$ cat config.mk
export PLATFORM = sky130hd
export DESIGN_NAME = irq_vector_ctrl
export DESIGN_NICKNAME = d
export VERILOG_FILES = /design/src/rtl/irqc_pkg.sv /design/src/rtl/irqc_lines.sv /design/src/rtl/irqc_resolve.sv /design/src/rtl/irqc_handshake.sv /design/src/rtl/irq_vector_ctrl.sv
export SDC_FILE = /design/constraint.sdc
export NUM_CORES = 1
export LEC_CHECK = 0
export ABC_AREA = 1
export BUFFER_PORTS_ARGS = -buffer_cell sky130_fd_sc_hd__buf_2
export CAP_MARGIN = 30
export CORE_MARGIN = 5
export CORE_UTILIZATION = 35
export CTS_BUF_LIST = sky130_fd_sc_hd__clkbuf_16
export CTS_CLUSTER_DIAMETER = 80
export DETAILED_ROUTE_END_ITERATION = 12
export PLACE_DENSITY = 0.56
export SLEW_MARGIN = 20
export SYNTH_ARGS = -nofsm -noshare
export SYNTH_HDL_FRONTEND = slang
export SYNTH_SLANG_ARGS = --single-unit
$ cat constraint.sdc
create_clock -name clk -period 3.57 [get_ports clk]
set_input_delay 0.1785 -clock clk [delete_from_list [all_inputs] [get_ports clk]]
set_output_delay 0.1785 -clock clk [all_outputs]
set_load 0.01 [all_outputs]
$ cat src/rtl/irqc_pkg.sv
package irqc_pkg;
  localparam int unsigned LINES = 8;
  localparam int unsigned IDX_W = $clog2(LINES);
  localparam int unsigned VEC_W = 8;

  typedef enum logic [2:0] {
    HS_IDLE,
    HS_ARMED,
    HS_FIRST,
    HS_GAP,
    HS_SECOND
  } hs_state_t;

  typedef enum logic [1:0] {
    REG_MASK = 2'd0,
    REG_BASE = 2'd1,
    REG_EOI  = 2'd2
  } reg_sel_t;
endpackage

$ cat src/rtl/irqc_lines.sv
module irqc_lines #(
  parameter int unsigned N = 8
) (
  input  logic         clk,
  input  logic         rst_n,
  input  logic [N-1:0] req,
  input  logic [N-1:0] take,
  input  logic         eoi,
  output logic [N-1:0] pending,
  output logic [N-1:0] in_svc
);
  logic [N-1:0] req_q;
  logic [N-1:0] rise;
  logic [N-1:0] eoi_clr;

  function automatic logic [N-1:0] lowest_onehot(input logic [N-1:0] v);
    return v & (~v + 1'b1);
  endfunction

  assign rise    = req & ~req_q;
  assign eoi_clr = eoi ? lowest_onehot(in_svc) : '0;

  always_ff @(posedge clk) begin
    if (!rst_n) begin
      req_q   <= '0;
      pending <= '0;
      in_svc  <= '0;
    end else begin
      req_q   <= req;
      pending <= (pending & ~take) | rise;
      in_svc  <= (in_svc & ~eoi_clr) | take;
    end
  end

  assert_take_single_R6: assert property (@(posedge clk) disable iff (!rst_n)
    $onehot0(take));
  assert_no_reenter_R9: assert property (@(posedge clk) disable iff (!rst_n)
    (take & in_svc) == '0);
  assert_take_from_pending_R6: assert property (@(posedge clk) disable iff (!rst_n)
    (take & ~pending) == '0);
  assert_eoi_clears_one_R11: assert property (@(posedge clk) disable iff (!rst_n)
    (eoi && in_svc != '0 && take == '0) |=> ($countones(in_svc) == $countones($past(in_svc)) - 1));
endmodule

$ cat src/rtl/irqc_resolve.sv
module irqc_resolve #(
  parameter int unsigned N = 8,
  localparam int unsigned IW = $clog2(N)
) (
  input  logic [N-1:0]  pending,
  input  logic [N-1:0]  mask,
  input  logic [N-1:0]  in_svc,
  output logic          cand_valid,
  output logic [IW-1:0] cand_idx
);
  logic [N-1:0] below_svc;
  logic [N-1:0] eligible;

  for (genvar i = 0; i < N; i++) begin : g_ceiling
    assign below_svc[i] = ~|in_svc[i:0];
  end

  function automatic logic [IW-1:0] first_set(input logic [N-1:0] v);
    logic [IW-1:0] r;
    r = '0;
    for (int k = N - 1; k >= 0; k--) begin
      if (v[k]) r = IW'(k);
    end
    return r;
  endfunction

  assign eligible   = pending & ~mask & below_svc;
  assign cand_valid = |eligible;
  assign cand_idx   = first_set(eligible);
endmodule

$ cat src/rtl/irqc_handshake.sv
module irqc_handshake
  import irqc_pkg::*;
#(
  parameter int unsigned N  = 8,
  parameter int unsigned VW = 8,
  localparam int unsigned IW = $clog2(N)
) (
  input  logic          clk,
  input  logic          rst_n,
  input  logic          cand_valid,
  input  logic [IW-1:0] cand_idx,
  input  logic          ack_n,
  input  logic [VW-1:0] base,
  output logic [N-1:0]  take,
  output logic          int_out,
  output logic [VW-1:0] vec_out,
  output logic          vec_oe
);
  hs_state_t     st, st_n;
  logic [IW-1:0] sel;
  logic          grab;

  function automatic logic [VW-1:0] vec_calc(input logic [VW-1:0] b, input logic [IW-1:0] idx);
    return b + VW'(idx);
  endfunction

  assign grab    = (st == HS_ARMED) && cand_valid && !ack_n;
  assign take    = grab ? (N'(1) << cand_idx) : '0;
  assign int_out = (st == HS_ARMED);
  assign vec_oe  = !ack_n && ((st == HS_GAP) || (st == HS_SECOND));
  assign vec_out = vec_oe ? vec_calc(base, sel) : '0;

  always_comb begin
    st_n = st;
    unique case (st)
      HS_IDLE:   if (cand_valid) st_n = HS_ARMED;
      HS_ARMED:  if (!cand_valid) st_n = HS_IDLE;
                 else if (!ack_n) st_n = HS_FIRST;
      HS_FIRST:  if (ack_n) st_n = HS_GAP;
      HS_GAP:    if (!ack_n) st_n = HS_SECOND;
      HS_SECOND: if (ack_n) st_n = HS_IDLE;
      default:   st_n = HS_IDLE;
    endcase
  end

  always_ff @(posedge clk) begin
    if (!rst_n) begin
      st  <= HS_IDLE;
      sel <= '0;
    end else begin
      st <= st_n;
      if (grab) sel <= cand_idx;
    end
  end

  assert_int_drops_on_ack_R6: assert property (@(posedge clk) disable iff (!rst_n)
    (int_out && !ack_n) |=> !int_out);
  assert_oe_needs_low_ack_R7: assert property (@(posedge clk) disable iff (!rst_n)
    vec_oe |-> !ack_n);
  assert_bus_quiet_R7: assert property (@(posedge clk) disable iff (!rst_n)
    !vec_oe |-> (vec_out == '0));
  assert_int_has_source_R5: assert property (@(posedge clk) disable iff (!rst_n)
    int_out |-> $past(cand_valid));
endmodule

$ cat src/rtl/irq_vector_ctrl.sv
module irq_vector_ctrl
  import irqc_pkg::*;
#(
  parameter int unsigned N_LINES   = LINES,
  parameter int unsigned VEC_BITS  = VEC_W,
  parameter int unsigned BASE_INIT = 32
) (
  input  logic                clk,
  input  logic                rst_n,
  input  logic [N_LINES-1:0]  irq_req,
  input  logic                wr_en,
  input  logic [1:0]          wr_addr,
  input  logic [VEC_BITS-1:0] wr_data,
  input  logic                ack_n,
  output logic                int_out,
  output logic [VEC_BITS-1:0] vec_out,
  output logic                vec_oe
);
  localparam int unsigned IW = $clog2(N_LINES);

  logic [N_LINES-1:0]  mask_r;
  logic [VEC_BITS-1:0] base_r;
  logic [N_LINES-1:0]  pend, isr, take;
  logic                eoi_hit;
  logic                cand_valid;
  logic [IW-1:0]       cand_idx;

  assign eoi_hit = wr_en && (wr_addr == REG_EOI);

  always_ff @(posedge clk) begin
    if (!rst_n) begin
      mask_r <= '0;
      base_r <= VEC_BITS'(BASE_INIT);
    end else if (wr_en) begin
      if (wr_addr == REG_MASK) mask_r <= wr_data[N_LINES-1:0];
      if (wr_addr == REG_BASE) base_r <= wr_data;
    end
  end

  irqc_lines #(.N(N_LINES)) u_lines (
    .clk(clk), .rst_n(rst_n), .req(irq_req), .take(take), .eoi(eoi_hit),
    .pending(pend), .in_svc(isr)
  );

  irqc_resolve #(.N(N_LINES)) u_resolve (
    .pending(pend), .mask(mask_r), .in_svc(isr),
    .cand_valid(cand_valid), .cand_idx(cand_idx)
  );

  irqc_handshake #(.N(N_LINES), .VW(VEC_BITS)) u_hs (
    .clk(clk), .rst_n(rst_n), .cand_valid(cand_valid), .cand_idx(cand_idx),
    .ack_n(ack_n), .base(base_r), .take(take), .int_out(int_out),
    .vec_out(vec_out), .vec_oe(vec_oe)
  );

  assert_masked_silent_R3: assert property (@(posedge clk) disable iff (!rst_n)
    int_out |-> $past((pend & ~mask_r) != '0));
  assert_take_unmasked_R3: assert property (@(posedge clk) disable iff (!rst_n)
    (take & mask_r) == '0);
  assert_lowest_wins_R4: assert property (@(posedge clk) disable iff (!rst_n)
    (take != '0) |-> ((((take - 1'b1) & pend & ~mask_r)) == '0));
endmodule

## After elaboration in Yosys (flattened, before gate mapping)

Index checks and enable logic that the tools add are counted.

| word-level totals | value |
|---|---|
| register bits | 46 |
| output and inout bits | 10 |
| logic and storage cells | 79 |

| cells by class | value |
|---|---|
| add/subtract/negate cells | 2 |
| equality and inequality tests | 11 |
| shifts and indexed selects | 1 |
| mux-type cells | 18 |
| bitwise logic cells | 13 |
| reduce and logical (&&, ||, !) cells | 27 |

Operators by type and width:

| kind | number |
|---|---|
| $and 8x8->8 | 6 |
| $mux 3 | 14 |
| $not 8->8 | 5 |
| $mux 8 | 3 |
| $or 8x8->8 | 2 |
| $reduce_or 8->1 | 2 |
| $pmux 3 s5 | 1 |
| $logic_not 1->1 | 9 |
| $add 8x1->8 const B | 1 |
| $add 8x3->8 | 1 |
| $shl 1x3->8 const A | 1 |
| $reduce_or 7->1 | 1 |
| $eq 3x2->1 const B | 2 |
| $ne 2x2->1 const B | 3 |
| $reduce_or 6->1 | 1 |
| $reduce_and 5->1 | 1 |
| $reduce_or 5->1 | 1 |
| $logic_and 1x1->1 | 4 |
| $reduce_and 2->1 | 2 |
| $reduce_or 4->1 | 1 |
| $eq 3x1->1 const B | 1 |
| $eq 3x3->1 const B | 1 |
| $logic_not 3->1 | 1 |
| $ne 3x3->1 const B | 1 |
| other kinds (7) | 7 |

## Longest topological paths before layout

Gate-level depths: netlist of run 1.

| depth | value |
|---|---|
| depth after elaboration | 16 |
| gate-level depth with buffers | 13 |
| depth with buffers taken out | 13 |

## Hierarchy

Synthesis of run 1 repeated with hierarchy kept, for this count alone.

| unflattened totals | value |
|---|---|
| cell total of the unflattened synthesis | 343 |
| area, all modules | 2357.3 µm² |

Modules (own cells, without submodules):

| module | times used | cells an instance | area an instance (µm²) | sequential area each (µm²) |
|---|---|---|---|---|
| irqc_lines | 1 | 93 | 800.8 | 480.5 |
| irq_vector_ctrl | 1 | 105 | 729.4 | 320.3 |
| irqc_handshake | 1 | 98 | 609.3 | 120.1 |
| irqc_resolve | 1 | 47 | 217.7 | 0.0 |

## Worst setup path before layout of run 1

Ideal clock, no wire load.

| timing path | value |
|---|---|
| path type | flip-flop to output port |
| from | reg base_r[0] |
| to | out vec_out[4] |
| arrival time | 1.431 ns |
| required time | 3.391 ns |
| slack | 1.961 ns |
| cell stages (with the launch flop) | 8 |
| path buffers | 0 |
| cells stage by stage | dfxtp_1 -> ha_1 -> fa_1 -> nand2_1 -> nand2_1 -> nand2_1 -> nor2_1 -> nor3_1 |

| between the ends | value |
|---|---|
| cells in the longest elaborated chain, start to end | 2 |

Ends and longest elaborated chain:

| what | RTL line | source |
|---|---|---|
| start: declaration | irq_vector_ctrl.sv:22 | `logic [VEC_BITS-1:0] base_r;` |
| start signal: assignment | irq_vector_ctrl.sv:33 | `base_r <= VEC_BITS'(BASE_INIT);` |
| start signal: assignment | irq_vector_ctrl.sv:36 | `if (wr_addr == REG_BASE) base_r <= wr_data;` |
| $add 8x3->8 | irqc_handshake.sv:24 | `return b + VW'(idx);` |
| $mux 8 | irqc_handshake.sv:31 | `assign vec_out = vec_oe ? vec_calc(base, sel) : '0;` |
| end: declaration | irq_vector_ctrl.sv:16 | `output logic [VEC_BITS-1:0] vec_out,` |

No other way between the ends.

## Worst setup path in the final report of run 1

| timing path | value |
|---|---|
| from | reg base_r[0] |
| to | out vec_out[6] |

Same word-level chain as after synthesis.

==> impl_results.md, run 1 <==
* CP max FO at 3
* CTS tree: yes
* Vias at between 1500 and 2000
* Syn nets at 337
* Floorplan die width at roughly 90 µm
* Setup Crit Path Kind: reg -> out
* WP data required at 3390 ps
* H-tree Lvls at 2
* Fin crit period at 2050 ps
* Standard-cell rows at 28
* Design area at about 2600 µm²
* Fin cells at about 420
* Routed length per placed instance at approximately 11 µm
* Multi-input gate area at 1080 µm²
* Final hold slack at 84.8 ps
* Fin worst setup slack at 1520 ps
* Area leader, netlist: dfxtp_1
* Top cells by area, synth: dfxtp_1 42%, nand2_1 9.8%, nor2_1 9.1%
* Power Dens Cells at 523 nW/µm²
* Initial antenna violation count at 0
* CTS Buf Count at 5
* Leak Pwr at between 0.001 and 0.0015 µW
* Via-per-instance ratio at 4.61
* Placed insts at between 400 and 500
* Final setup vio count at 0
* Starting Density at between 30% and 40%
* DR iter-0 viols at 77
* DPL Wire Length at 3.66 mm
* Cell Area, Synth at roughly 2200 µm²
* Synth top area share at a little over two fifths
* Reg area at 921 µm²
* Clock Sinks at between 40 and 50
* Critical Path AT at between 1500 and 2000 ps
* Vias in the first global route at about 1800
* Layout cells sized above 1 at approximately 18%
* Normalized max-slew margin at slightly below 60%
* Nets@finish at between 300 and 400
* Synth Warn # at 0
* Layout fillers at approximately 640
* DRT Wirelength at roughly 4.8 mm
* Die height at 89.1 µm
* Largest net degree at the start of global routing at 39
* Clk pin slew, worst setup/hold paths at about 60 ps
* Port bufs at 31
* Setup crit start kind: register
* Cells after synthesis at around 310
* Slew Limit Fails at 0
* Post-CTS Resized at 0
* Sequential area share after synthesis at between 40% and 50%
* Ports at 32
* Area delta synth->final at 16.9%
* Distinct cells, synth at 27
* Largest family of logic cells by synthesized area: simple AND/OR/NAND/NOR gates
* Clk_lat worst skew at 280 ps
* Outcome: finished clean
* RSZ-0062 raised after global routing: false
* CP Capture Type: primary output
* Global route overflow at 0
* Fmax at between 0.4 and 0.5 GHz
* Total GRT Usage at between 10% and 20%
* Max Cap Violations at 0
* Fin. Hold Viols at 0
* Synthesized flop and latch total at 46
* Compound-Gate Fraction of Synth Area at ~12%
* Post-CTS Hold Fix Bufs at 0
* Fin Clk Skew at 4.60 ps
* Period utilization at between 50 and 60%
* Setup TNS at 0 ps
* DRC viols at 0
* Routability cong. at approximately 0.81
* Post-Synth Adder-Cell Area at roughly 2.6%
* Antenna cells at 0
* Core area at around 6000 µm²
* Mux cell area share after synthesis at 0%
* Post-synthesis simple-gate area fraction at a little over a third
* Max VDD drop at around 290 µV
* Clock Tree Buf Depth at 2
* Clock root cell: clkbuf_16
* Worst Tran Pin Value at roughly 630 ps
* First-pass iteration count of the detailed router at 4
* First-pass GRT wire length at between 8 and 9 mm
* Syn_area_per_cell at 7.03 µm²
* Hold crit path type: in -> reg
* Total Die Area at roughly 7900 µm²
* Dpl ws at about 1900 ps
* Post-Synth XOR/XNOR Area at 0%
* Antenna Nets Post-Route at 0
* Post-DP Area at between 2000 and 2500 µm²
* Post-CTS setup buffer count at 0
path summary, 6_finish.rpt:
kind	end	cells after the start	startpoint	slack (ps)
min	u_lines.req_q[2]	3	irq_req[2]	80
max reg2reg	u_lines.pending[4]	12	u_lines.in_svc[0]	1960
min reg2reg	u_lines.pending[3]	1	u_lines.req_q[3]	410
max	vec_out[6]	11	base_r[0]	1520
cells by family (layout without fill, tap and decap cells):
kind of cell / count (synthesis) / count (layout)
simple gates: 165 / 165
flops: 46 / 46
buf+inv: 49 / 84
compound gates: 47 / 47
fa+ha+maj: 4 / 4
cells in the final DEF, fill, tap and decap left out, types with 5 or more instances in the layout:
master,count
nand2_1,57
nor2_1,53
dfxtp_1,46
inv_1,43
buf_2,31
nand3_1,24
o21ai_0,22
a21oi_1,17
or2_2,7
o21ai_1,5
nor2_4,5
clkbuf_16,5
cell type report:
cell class | instances | area share (%)
Multi-Input combinational cell | 216 | 42.3
Sequential cell | 46 | 36.0
Inverter | 45 | 6.60
Timing Repair Buffer | 31 | 6.07
Clock buffer | 5 | 4.89
Tap cell | 75 | 3.67
Clock inverter | 3 | 0.489
where the power goes:
group | switching (µW) | internal (µW) | total, µW
Sequential | 30.9 | 558 | 589
Combinational | 199 | 113 | 312
Clock | 184 | 253 | 437
Total | 413 | 924 | 1340
sequential cells by signal (all words and copies together) (netlist names):
signal and flops:
u_hs.st 3, mask_r 8, u_lines.pending 8, u_lines.req_q 8
u_lines.in_svc 8, u_hs.sel 3, base_r 8
cells in the mapped netlist:
library cell	n
o31ai_1	1
a21oi_1	17
nand4_1	3
nor2_4	5
nand2_1	57
or2_2	7
o21ai_1	5
ha_1	3
nand2_2	3
a31oi_1	1
buf_2	1
nor3_2	2
nand3_1	24
o21ai_0	22
nor2_2	3
clkinv_1	3
o21bai_4	1
fa_1	1
clkbuf_1	2
inv_1	42
nor3b_1	1
buf_1	1
nor2_1	53
dfxtp_1	46
nand2_4	2
nor3_1	4
nand3b_2	1
worst max-delay path: stages, from the launching register on:
cell     delay [ps]
dfxtp_1         340
ha_1            190
fa_1            190
nand2_1          80
nand2_1          80
nand2_1          60
nor2_1          170
nand2_1          70
nand2_1          60
nand2_1          40
a31oi_1         140
buf_2           150
stage by stage:
| stage | utilization, % | total power (µW) |
|---|---|---|
| floorplan | - | 836 |
| global placement | 40.4 | 909 |
| detailed placement | 40.4 | 913 |
| CTS | 42.7 | 1360 |
| global route | 42.7 | 1430 |
| finish | 42.7 | 1340 |
routing by layer:
metal | GRT usage (%) | share of wire, % | vias to the layer above
li1 | - | - | 1051
met3 | 3.13 | 4.5 | 5
met4 | 5.68 | 1.5 | 0
met1 | 18.0 | 49 | 856
met2 | 21.1 | 45 | 30
met5 | 0 | 0 | -
No activity file was read; power rests on OpenSTA's default activity.
==> run 2: changes to the inputs <==
- clock period: 3.57 -> 2.1 ns (I/O delays scaled with it)
==> run 2 against run 1 <==
  * Global-route usage fell by 0.37 points
  * Clock-buffer cell count did not move
  * Total power rose by 70%
  * Wire length fell by 2.6%
  * Sequential power rose by 70%
  * Via count fell by 0.46%
  * Die area did not move
  * Critical endpoint unchanged
  * Highest routed layer unchanged
==> impl_results.md, run 2 (synthesis gave the netlist of run 1 again) <==
* Global route overflow at 0
* Reg2Reg Depth at 12
* Multi-input gate area at around 1100 µm²
* Slew Limit Fails at 0
* Clock Sinks at 46
* Fin cells at approximately 420
* Design area at between 2000 and 3000 µm²
* CP Capture Type: primary output
* Post-CTS setup buffer count at 0
* Worst Tran Pin Value at ~460 ps
* Antenna Nets Post-Route at 0
* Fin crit period at between 1500 and 2000 ps
* Nets@finish at ~370
* Ports at 32
* Post-DP Area at ~2400 µm²
* Logic pwr share at 23.3%
* Clock root cell: clkbuf_16
* Post-CTS Resized at 0
* Fin. Hold Viols at 0
* CP max FO at 3
* Standard-cell rows at 28
* Die height at about 89 µm
* Max Cap Violations at 0
* Core area at ~6000 µm²
* Vias in the first global route at roughly 1800
* Hold crit path type: in -> reg
* Layout fillers at 640
* Max VDD drop at 457 µV
* Final core occ at between 40% and 50%
* Switching share of power at 30.8%
* Total Die Area at between 7000 and 8000 µm²
* Critical Path AT at between 1500 and 2000 ps
* Clock Power Share at 32.7%
* Vias at 1933
* First-pass GRT wire length at 8.07 mm
* WP data required at approximately 2000 ps
* Floorplan die width at roughly 90 µm
* Post-CTS Hold Fix Bufs at 0
* Starting Density at a little over a third
* Port bufs at 31
* Most common cell after layout, fill and taps aside: nand2_1
* Routed length per placed instance at ~11 µm
* Clk_lat worst skew at 280 ps
* DR iter-0 viols at 86
* Net load switching power at roughly 700 µW
* Fin Clk Skew at around 4.7 ps
* DRC viols at 0
* Clock Tree Buf Depth at 2
* Setup Crit Path Kind: reg -> out
* Initial antenna violation count at 0
* Largest net degree at the start of global routing at 25
* Area delta synth->final at 17.4%
* Period utilization at 91.5%
* Antenna cells at 0
* CTS Buf Count at 5
* Highest-count cells in the layout ignoring fill and taps: 57 x nand2_1, 52 x nor2_1, 46 x dfxtp_1, 43 x inv_1, 31 x buf_2
* Power Dens Cells at approximately 890 nW/µm²
* CP max-delay cell: fa_1
* Cell repeated most along the worst path: nand2_1
* Placed insts at 414
* Internal at between 1500 and 2000 µW
* H-tree Lvls at 2
* Routability cong. at approximately 0.83
* Fmax at 0.521 GHz
* Total GRT Usage at about an eighth
* Final setup vio count at 0
* Layout cells sized above 1 at 18.2%
* Reg power frac at 44.0%
* Via-per-instance ratio at roughly 4.6
* First-pass iteration count of the detailed router at 6
* Clk pin slew, worst setup/hold paths at 60 ps
* Leak Pwr at 0.00129 µW
* CTS tree: yes
* Normalized max-slew margin at 69.0%
* DPL Wire Length at between 3 and 4 mm
* Setup crit start kind: register
* Hold Path Depth at 3
* Max stage delay on crit path at around 380 ps
* Reg area at just over 900 µm²
* DRT Wirelength at roughly 4.7 mm
* Critical-path cell list: ha_1, fa_1, nand2_1, nand2_1, nand2_1, nor2_2, nand2_1, nand2_1, nand2_1, a31oi_1, buf_2
* Outcome: finished clean
## run 2: cell types whose count changed in the layout (fill, tap and decap cells not counted)
cell / delta
buf_4: +1
nor2_2: +1
nor2_1: -1
## run 2: final timing paths
path	startpoint	end	slack, ps
setup / recovery	base_r[0]	vec_out[6]	180
hold / removal	irq_req[2]	u_lines.req_q[2]	10
setup reg to reg	u_lines.in_svc[0]	u_lines.pending[0]	520
hold reg to reg	u_lines.req_q[7]	u_lines.pending[7]	400
## run 2: stage by stage
stage | setup WS (ps) | TNS (ps) | total power [µW] | hold slack (ps)
6_report | 179 | 0 | 2270 | 9.91
2_1_floorplan | 564 | 0 | 1420 | 209
3_5_place_dp | 461 | 0 | 1550 | 301
5_1_grt | -0.817 | -0.817 | 2440 | 36.2
3_3_place_gp | 488 | 0 | 1550 | 295
4_1_cts | 146 | 0 | 2300 | 6.84
## run 2: area by class of cell
class / instances / share of cell area, %
tap: 75 / 3.65
clock buffer: 5 / 4.87
clock inverter: 3 / 0.487
inverter: 45 / 6.58
sequential: 46 / 35.9
multi-input combinational: 216 / 42.2
timing repair buffer: 32 / 6.34
## run 2: critical path, delay by kind of cell (launching register included)
kind	cells	cell delay (ps)
AO/OA/AOI/OAI	1	40
adder cells (fa/ha/maj)	2	600
buffers and inverters	1	150
flip-flops	1	310
AND/OR/NAND/NOR	7	440
## run 2: metal layers
| metal | routed length, µm | global-route usage (%) | part of all wire, % | up-vias |
|---|---|---|---|---|
| li1 | - | - | - | 1053 |
| met1 | 2360 | 17.0 | 50 | 851 |
| met2 | 2070 | 21.5 | 44 | 25 |
| met3 | 184 | 3.13 | 3.9 | 4 |
| met4 | 60 | 4.87 | 1.3 | 0 |
| met5 | 0 | 0 | 0 | - |
## run 2: power by group through the flow
stage / Sequential [µW] / Clock (µW) / Combinational [µW]
3_5_place_dp: 1020 / 0 / 529
2_1_floorplan: 1010 / 0 / 414
3_3_place_gp: 1020 / 0 / 529
6_report: 1000 / 743 / 530
4_1_cts: 1000 / 770 / 533
5_1_grt: 1010 / 809 / 620
==> run 3: changes to the inputs <==
- ABC_AREA: 1 -> default
- CORE_ASPECT_RATIO: default -> 0.6
- SLEW_MARGIN: 20 -> default
==> run 3 against run 2 <==
  * Sequential power shrank 5%
  * Sequential share of layout area shrank 1.8 points
  * Clock-buffer cell count is the same
  * Largest cell class unchanged
  * Clock power grew 17%
==> impl_results.md, run 3 <==
* Number of synthesized flops with an enable pin at 0
* Vias at roughly 1700
* Synth top area share at between 40 and 50%
* Vias in the first global route at approximately 1600
* Ports at 32
* Routed length per placed instance at between 10 and 15 µm
* Final setup vio count at 0
* Reg2reg start: u_lines.in_svc[2]
* Reg2reg end: u_lines.in_svc[3]
* CTS tree: yes
* CP Capture Type: register
* Routability cong. at 0.782
* First-pass GRT wire length at roughly 8.4 mm
* Hold crit path type: in -> reg
* Starting Density at 36.3%
* Clk pin slew, worst setup/hold paths at 60 ps
* Highest-count cells in the layout ignoring fill and taps: 45 x dfxtp_1, 31 x buf_2, 23 x nor2b_1, 18 x nand2b_1, 18 x mux2i_1
* Syn nets at between 200 and 300
* Worst Tran Pin Value at roughly 560 ps
* Switching share of power at roughly 25%
* RSZ-0062 raised after global routing: true
* Syn_area_per_cell at about 9.3 µm²
* Synthesized flop and latch total at between 40 and 50
* Top cells by count, synth: 46 x dfxtp_1, 23 x nor2b_1, 18 x mux2i_1, 18 x nand2b_1, 17 x nand2_1
* DPL Wire Length at 3.95 mm
* Cell Area, Synth at around 2200 µm²
* Top cells by area, synth: dfxtp_1 41%, mux2i_1 8.1%, nor2b_1 6.5%
* Fmax at roughly 0.5 GHz
* Most common cell after layout, fill and taps aside: dfxtp_1
* Slew Limit Fails at 0
* Logic pwr share at between 15 and 20%
* First-pass iteration count of the detailed router at 4
* Power Total at approximately 2200 µW
* DRC viols at 0
* Clock Tree Buf Depth at 2
* Standard-cell rows at 22
* WP data required at between 2000 and 2500 ps
* R2R setup slack at 60 ps
* Cells after synthesis at 240
* Port bufs at 31
* Dpl ws at just under 7 ps
* Total Die Area at around 8100 µm²
* Clock Power Share at 40.3%
* Worst Hold Path EP: u_lines.req_q[1]
* Post-synth top flop: dfxtp_1
* Period utilization at 97.3%
* Fin Clk Skew at around 5.6 ps
* Clock root cell: clkbuf_16
* CP max FO at 5
* Internal at around 1600 µW
* Antenna cells at 0
* Sequential area share after synthesis at slightly above 40%
* Ys async rst share at 0%
* Setup Crit Path Kind: reg -> reg
* Final hold slack at slightly below 30 ps
* H-tree Lvls at 2
* Area delta synth->final at 21.5%
* Placed insts at ~360
* DRT Wirelength at 5.14 mm
* Via-per-instance ratio at around 4.8
* Core area at between 6000 and 7000 µm²
* Power Dens Cells at 798 nW/µm²
* DR iter-0 viols at a little under 90
* Total GRT Usage at 13.1%
* Die height at roughly 72 µm
* Fin crit period at between 2000 and 2500 ps
* Fin worst setup slack at approximately 56 ps
* Layout cells sized above 1 at 24.5%
* Outcome: finished clean
* Nets@finish at ~300
* Reg power frac at between 40% and 50%
* Floorplan die width at approximately 110 µm
* Max VDD drop at 385 µV
* Normalized max-slew margin at approximately 62%
* Distinct cells, synth at 49
* Initial antenna violation count at 0
* Hold Path Depth at 2
* Clock Sinks at 46
* Setup crit start kind: register
* Fin cells at between 300 and 400
* Leak Pwr at roughly 0.0011 µW
* Global route overflow at 0
* Most common cell in the netlist: dfxtp_1
* Area leader, netlist: dfxtp_1
* Post-CTS Hold Fix Bufs at 0
* Fin. Hold Viols at 0
* Largest net degree at the start of global routing at 30
* CTS Buf Count at 5
* Antenna Nets Post-Route at 0
* Critical Path AT at 2260 ps
* Reg2Reg Depth at 5
* Net load switching power at 531 µW
* Hold Crit Start: irq_req[1]
* Synth Warn # at 0
* Max Cap Violations at 0
* Clk_lat worst skew at about 280 ps
## run 3: changes by cell type in the layout (fill, tap and decap cells not counted), sizes merged, moves of 12 or more
cell    delta
and2      +12
inv       -39
mux2i     +18
nand2     -44
nand2b    +18
nand3     -17
nor2      -46
nor2b     +23
o21ai     -14
## run 3: final cells by class
cell class,count,area [µm²]
Fill cell,615,3430
Multi-Input combinational cell,185,1280
Sequential cell,46,922
Timing Repair Buffer,41,230
Clock buffer,5,125
Tap cell,84,105
Clock inverter,3,37.5
Inverter,2,7.51
## run 3: layer usage
layer	global-route usage, %	part of all wire [%]
met5	0	0
met4	4.00	0.29
met3	3.88	5.8
met2	16.8	37
met1	20.4	57
## run 3: critical path: stages, from the launching register on
cell and delay, ps:
dfxtp_2 330, or4_4 550, or3b_4 440, a2111oi_4 410, nand2_2 120, o21ai_2 130
## run 3: power groups by stage
stage / sequential (µW) / combinational (µW) / clock, µW
4_1_cts: 950 / 331 / 889
3_3_place_gp: 968 / 325 / 0
2_1_floorplan: 958 / 229 / 0
5_1_grt: 956 / 380 / 927
3_5_place_dp: 969 / 326 / 0
6_report: 950 / 340 / 870
## run 3: worst max-delay path by stage
stage	start	end	slack, ps	cells past startpoint
floorplan	u_lines.in_svc[0]	u_lines.pending[5]	140	5
global placement	u_lines.in_svc[2]	u_lines.in_svc[2]	40	5
detailed placement	u_lines.in_svc[2]	u_lines.pending[5]	7	5
CTS	u_lines.in_svc[2]	u_lines.in_svc[3]	5	5
global route	u_lines.in_svc[2]	u_lines.in_svc[2]	-40	5
finish	u_lines.in_svc[2]	u_lines.in_svc[3]	60	5
## run 3: kinds of logic (layout without fill, tap and decap cells)
group | Yosys count | count (layout) | share of synthesized area (%)
simple gates | 118 | 118 | 30.7
flops | 46 | 46 | 41.3
compound gates | 39 | 39 | 12.8
mux | 18 | 18 | 8.09
buf+inv | 9 | 51 | 2.19
xor+xnor | 6 | 6 | 2.36
fa+ha+maj | 4 | 4 | 2.58
## run 3: repair_timing
item / in CTS / in global routing
gates resized for setup: 1 / 6
cloned: 0 / 0
setup buffers: 1 / 1
pin swaps: 4 / 2
endpoints found under the setup margin: 2 / 8
## run 3: metrics by stage
step,setup TNS (ps),utilization (%),instance area [µm²]
3_3_place_gp,0,40.8,2510
6_report,0,44.1,2710
4_1_cts,0,43.6,2680
5_1_grt,-64.4,44.1,2710
3_5_place_dp,0,40.8,2510
2_1_floorplan,0,-,2230
